===== src/rtl/smi_gate_pkg.sv =====
package smi_gate_pkg;
  typedef struct packed {
    logic smi;
    logic intr;
    logic nmi;
  } irq_vec_t;
endpackage


===== src/rtl/smm_state_trk.sv =====
module smm_state_trk (
  input  logic clk_i,
  input  logic rst_ni,
  input  logic smi_req_i,
  input  logic nest_en_i,
  input  logic rsm_i,
  input  logic hdr_nested_i,
  output logic smi_take_o,
  output logic smi_ack_o,
  output logic in_smm_o,
  output logic nested_o
);
  logic in_smm_q, nested_q, ack_q;

  assign smi_take_o = smi_req_i & (~in_smm_q | nest_en_i);

  always_ff @(posedge clk_i or negedge rst_ni) begin
    if (!rst_ni) begin
      in_smm_q <= 1'b0;
      nested_q <= 1'b0;
      ack_q    <= 1'b0;
    end else begin
      ack_q <= smi_take_o;
      if (smi_take_o) begin
        nested_q <= in_smm_q;
        in_smm_q <= 1'b1;
      end else if (rsm_i && in_smm_q) begin
        in_smm_q <= hdr_nested_i;
      end
    end
  end

  assign smi_ack_o = ack_q;
  assign in_smm_o  = in_smm_q;
  assign nested_o  = nested_q;

  a_r2_enter: assert property (@(posedge clk_i) disable iff (!rst_ni)
    (smi_req_i && !in_smm_o) |=> (smi_ack_o && in_smm_o));
  a_r3_nested: assert property (@(posedge clk_i) disable iff (!rst_ni)
    smi_ack_o |-> (nested_o == $past(in_smm_o)));
  a_r4_no_nest: assert property (@(posedge clk_i) disable iff (!rst_ni)
    (in_smm_o && !nest_en_i) |=> (!smi_ack_o && $stable(nested_o)));
  a_r5_rsm_outside: assert property (@(posedge clk_i) disable iff (!rst_ni)
    (!in_smm_o && !smi_req_i) |=> !in_smm_o);
endmodule


===== src/rtl/nmi_gate.sv =====
module nmi_gate (
  input  logic clk_i,
  input  logic rst_ni,
  input  logic nmi_req_i,
  input  logic in_smm_i,
  input  logic nmi_en_i,
  input  logic block_i,
  output logic nmi_ack_o
);
  logic pend_q, ack_q, allowed, avail;

  assign allowed = (~in_smm_i | nmi_en_i) & ~block_i;
  assign avail   = nmi_req_i | pend_q;

  always_ff @(posedge clk_i or negedge rst_ni) begin
    if (!rst_ni) begin
      pend_q <= 1'b0;
      ack_q  <= 1'b0;
    end else begin
      ack_q <= avail & allowed;
      if (allowed)        pend_q <= 1'b0;
      else if (nmi_req_i) pend_q <= 1'b1;  // second request while pending is dropped
    end
  end

  assign nmi_ack_o = ack_q;

  a_r7_masked: assert property (@(posedge clk_i) disable iff (!rst_ni)
    (in_smm_i && !nmi_en_i) |=> !nmi_ack_o);
  a_r8_latch_held: assert property (@(posedge clk_i) disable iff (!rst_ni)
    (nmi_req_i && !allowed) |=> pend_q);
endmodule


===== src/rtl/intr_gate.sv =====
module intr_gate (
  input  logic clk_i,
  input  logic rst_ni,
  input  logic intr_req_i,
  input  logic if_set_i,
  input  logic smi_take_i,
  output logic intr_ack_o
);
  logic flag_q, ack_q;

  always_ff @(posedge clk_i or negedge rst_ni) begin
    if (!rst_ni) begin
      flag_q <= 1'b0;
      ack_q  <= 1'b0;
    end else begin
      ack_q <= intr_req_i & flag_q & ~smi_take_i;
      if (smi_take_i)    flag_q <= 1'b0;
      else if (if_set_i) flag_q <= 1'b1;
    end
  end

  assign intr_ack_o = ack_q;

  a_r6_flag_gate: assert property (@(posedge clk_i) disable iff (!rst_ni)
    !flag_q |=> !intr_ack_o);
endmodule


===== src/rtl/smi_gate_ctrl.sv =====
module smi_gate_ctrl
  import smi_gate_pkg::*;
(
  input  logic clk_i,
  input  logic rst_ni,
  input  logic smi_req_i,
  input  logic intr_req_i,
  input  logic nmi_req_i,
  input  logic rsm_i,
  input  logic nest_en_i,
  input  logic nmi_en_i,
  input  logic if_set_i,
  input  logic hdr_nested_i,
  output logic smi_ack_o,
  output logic intr_ack_o,
  output logic nmi_ack_o,
  output logic in_smm_o,
  output logic nested_o
);
  irq_vec_t ack;
  logic smi_take;

  smm_state_trk u_state (
    .clk_i       (clk_i),
    .rst_ni      (rst_ni),
    .smi_req_i   (smi_req_i),
    .nest_en_i   (nest_en_i),
    .rsm_i       (rsm_i),
    .hdr_nested_i(hdr_nested_i),
    .smi_take_o  (smi_take),
    .smi_ack_o   (ack.smi),
    .in_smm_o    (in_smm_o),
    .nested_o    (nested_o)
  );

  nmi_gate u_nmi (
    .clk_i    (clk_i),
    .rst_ni   (rst_ni),
    .nmi_req_i(nmi_req_i),
    .in_smm_i (in_smm_o),
    .nmi_en_i (nmi_en_i),
    .block_i  (smi_take),
    .nmi_ack_o(ack.nmi)
  );

  intr_gate u_intr (
    .clk_i     (clk_i),
    .rst_ni    (rst_ni),
    .intr_req_i(intr_req_i),
    .if_set_i  (if_set_i),
    .smi_take_i(smi_take),
    .intr_ack_o(ack.intr)
  );

  assign smi_ack_o  = ack.smi;
  assign intr_ack_o = ack.intr;
  assign nmi_ack_o  = ack.nmi;

  a_r9_smi_excl: assert property (@(posedge clk_i) disable iff (!rst_ni)
    smi_ack_o |-> (!nmi_ack_o && !intr_ack_o));
  a_r1_reset_idle: assert property (@(posedge clk_i)
    !rst_ni |-> (!in_smm_o && !smi_ack_o && !nmi_ack_o && !intr_ack_o));
endmodule


===== config.mk =====
export PLATFORM = sky130hd
export DESIGN_NAME = smi_gate_ctrl
export DESIGN_NICKNAME = d
export VERILOG_FILES = /design/src/rtl/smi_gate_pkg.sv /design/src/rtl/smm_state_trk.sv /design/src/rtl/nmi_gate.sv /design/src/rtl/intr_gate.sv /design/src/rtl/smi_gate_ctrl.sv
export SDC_FILE = /design/constraint.sdc
export NUM_CORES = 1
export LEC_CHECK = 0
export BUFFER_PORTS_ARGS = -buffer_cell sky130_fd_sc_hd__buf_4
export CAP_MARGIN = 10
export CORE_AREA = 8 8 45 47
export DETAILED_ROUTE_END_ITERATION = 10
export DIE_AREA = 0 0 53 55
export GPL_TIMING_DRIVEN = 0
export PLACE_DENSITY_LB_ADDON = 0.2
export SLEW_MARGIN = 25
export SYNTH_ARGS = -nofsm -noshare
export SYNTH_HDL_FRONTEND = slang
export SYNTH_HIERARCHICAL = 1
export SYNTH_SLANG_ARGS = --single-unit

===== constraint.sdc =====
create_clock -name clk_i -period 1.19 [get_ports clk_i]
set_clock_uncertainty 0.2 [all_clocks]
set_input_delay 0.119 -clock clk_i [delete_from_list [all_inputs] [get_ports clk_i]]
set_output_delay 0.119 -clock clk_i [all_outputs]
set_load 0.05 [all_outputs]

==> impl_metrics.toml <==
[drt]
wirelength_microns = 641
drt-initial-drc-count = 2
drcViolationCount = 0
ant_nets = 0
viasPerCell = 3.833
dr.pass1.iters = 2
wl_per_cell_microns = 10.68
vias = 230

[worst_setup_path]
rr_worst_depth = 3
path_buf_inv = 1
slowest_stage = "dfrtp_2"
cp.required_ps = 870
max_stage_delay_ps = 450
critPathTopFamily = "flip-flops"
path_depth = 1
r2r-end = "u_intr/intr_ack_o"
timing.rr.start = "u_state/in_smm_o"
cp-end-kind = "primary output"
cp-start-kind = "flop"
crit_arrival_ps = 870
critPathLaunch = "u_state/in_smm_o"
crit_fanout = 5
crit_type = "flop to primary output"
crit_end = "in_smm_o"
ff2ff_setup_slack_ps = 20
path_cells = "buf_8"

[global_routing]
antenna_found_initial = 0
grt_use_total = 0.05714
grt_pass1_vias = 264
grt_max_degree = 8
grt_pass1_wl_microns = 1159
overflow = 0

[sta]
rsz0062_at_grt = "yes"
tightest_slew_ps = 143.3
hold_viol = 3
finalCriticalPeriod_ps = 1184
fin_worst_hold_slack_ps = -132.8
max_freq_mhz = 844.5
finalMaxSlewViolations = 0
finalSetupViolCount = 0
slew_headroom = 0.9044
fin_crit_sh = 0.9950
setup_ws_ps = 5.900

[placed_design]
post-place-ws_ps = 36.14
port_buffers = 14
dpl.cell_count = 50
hpwlAfterDp_microns = 479.3
routabilityCongestion = 0.6298

[yosys]
yosys_register_bits = 7
synth_cell_types = 13
yosys.area_share.simple = 0.2136
synth_mux_area_frac = 0
synth_fp_nets = 30
yosysWarnings = 6
synth_compound_area_frac = 0.1364
synth_top_family_by_area = "simple AND/OR/NAND/NOR gates"
synth-xor-area-share = 0
yosysSeqAreaShare = 0.6364
avgSynthCellArea_sq_um = 13.76
syn_inst = 20
synthAdderAreaFrac = 0
synth.cell_area_sq_um = 275.3

[finish]
drive_gt1_frac = 0.5227
num_antenna_cells = 0
final_cells = 60
final_util = 0.3608
finish.net_count = 55
area_delta_synth_final_pct = 81.36

[die]
dieHeight_microns = 55
initial_utilization = 0.1989
io_pins = 15
rows = 14
core_sq_um = 1384
die_w_microns = 53
die_area_sq_um = 2915

[clock_network]
cts.sinks = 7
tritoncts = "yes"
hold_buffers = 5
htree_levels = 1
clockBufferDepth = 2
clock_latency_ps = 250
path_clk_slew_ps = 50
numCtsBuffers = 3
clock-root-buffer = "clkbuf_4"

[hold_path]
hold_class = "input pin to flop"

[run_status]
outcome = "finished with violations"
violations = "hold timing"

[power]
p_leak_nw = 0.2556
peakVddDrop_mv = 0.6706
power_density_nw_per_um2 = 1423

[run]
maxCapViolations = 0
==> Yosys cell counts, drive strengths merged <==
master  number  area, sq um
and3b        1        8.760
dfrtp        7        175.2
and2         1        7.510
a22o         1        8.760
a21oi        2        10.01
o22a         1        8.760
nand2b       2        15.02
nor2b        1        13.76
inv          1        3.750
nor3         1        10.01
nor2         1        3.750
o21ba        1        10.01
==> worst min path at each step <==
stage	startpoint	end	depth (start not counted)
floorplan	rst_ni	u_intr/flag_q	0
global placement	rst_ni	u_state/smi_ack_o	1
detailed placement	rst_ni	u_state/smi_ack_o	1
CTS	smi_req_i	u_state/nested_o	2
global route	smi_req_i	u_state/nested_o	2
finish	smi_req_i	u_state/nested_o	2
==> power by group <==
group | leakage (nW) | switching (mW) | internal [mW] | total, mW
combinational | 0.157 | 0.114 | 0.0985 | 0.212
sequential | 0.0836 | 0.0195 | 0.268 | 0.288
clock | 0.0150 | 0.0831 | 0.128 | 0.211
total | 0.256 | 0.216 | 0.494 | 0.711
==> layer usage <==
metal  vias up  track usage  part of all wire
met5         -            0                 0
met4         0      0.03879             0.012
met3         2      0.05882              0.19
met2        15      0.07227              0.40
met1        98      0.05556              0.39
li1        115            -                 -
==> sequential cells by signal, indices dropped and copies added (netlist names) <==
signal,count
u_intr/flag_q,1
u_intr/intr_ack_o,1
u_nmi/nmi_ack_o,1
u_nmi/pend_q,1
u_state/in_smm_o,1
u_state/nested_o,1
u_state/smi_ack_o,1
==> timing repair <==
item	4_1_cts	5_1_grt
setup buffers	1	0
pin swaps	0	0
setup endpoints to repair	1	3
hold endpoints to repair	14	3
resized for setup	1	1
==> through the flow <==
stage	cell area (sq um)	TNS, ps	hold WS (ps)	power (mW)
2_1_floorplan	282.8	-156.2	-376.6	0.4067
3_3_place_gp	407.9	0	-264.3	0.4764
3_5_place_dp	407.9	0	-264.0	0.4794
4_1_cts	495.5	-5.204	-147.1	0.7255
5_1_grt	499.2	-82.59	-137.5	0.7622
6_report	499.2	0	-132.8	0.7106
==> kinds of logic (layout without fill, tap and decap cells) <==
logic type             Yosys count  after routing
AOI/OAI and AO/OA                5              5
buffers and inverters            1             25
DFF                              7              7
and+or+nand+nor                  7              7
==> area by class of cell <==
type / instances / area, sq um
Clock buffer: 4 / 26.28
Timing Repair Buffer: 20 / 170.2
Sequential cell: 7 / 176.4
Inverter: 1 / 3.754
Multi-Input combinational cell: 12 / 102.6
Tap cell: 16 / 20.02
Fill cell: 149 / 884.6
==> placed cells by master (no fill, tap or decap) <==
cell type and count:
clkbuf_1 1, buf_8 1, inv_1 1, dlygate4sd3_1 5
nor2_1 1, nand2b_4 1, o22a_1 1, nor2b_4 1
and2_4 1, and3b_1 1, a22o_1 1, dfrtp_1 6
o21ba_1 1, nor3_2 1, nand2b_1 1, clkbuf_4 3
buf_4 14, dfrtp_2 1, a21oi_1 2
No activity file was read; power rests on OpenSTA's default activity.
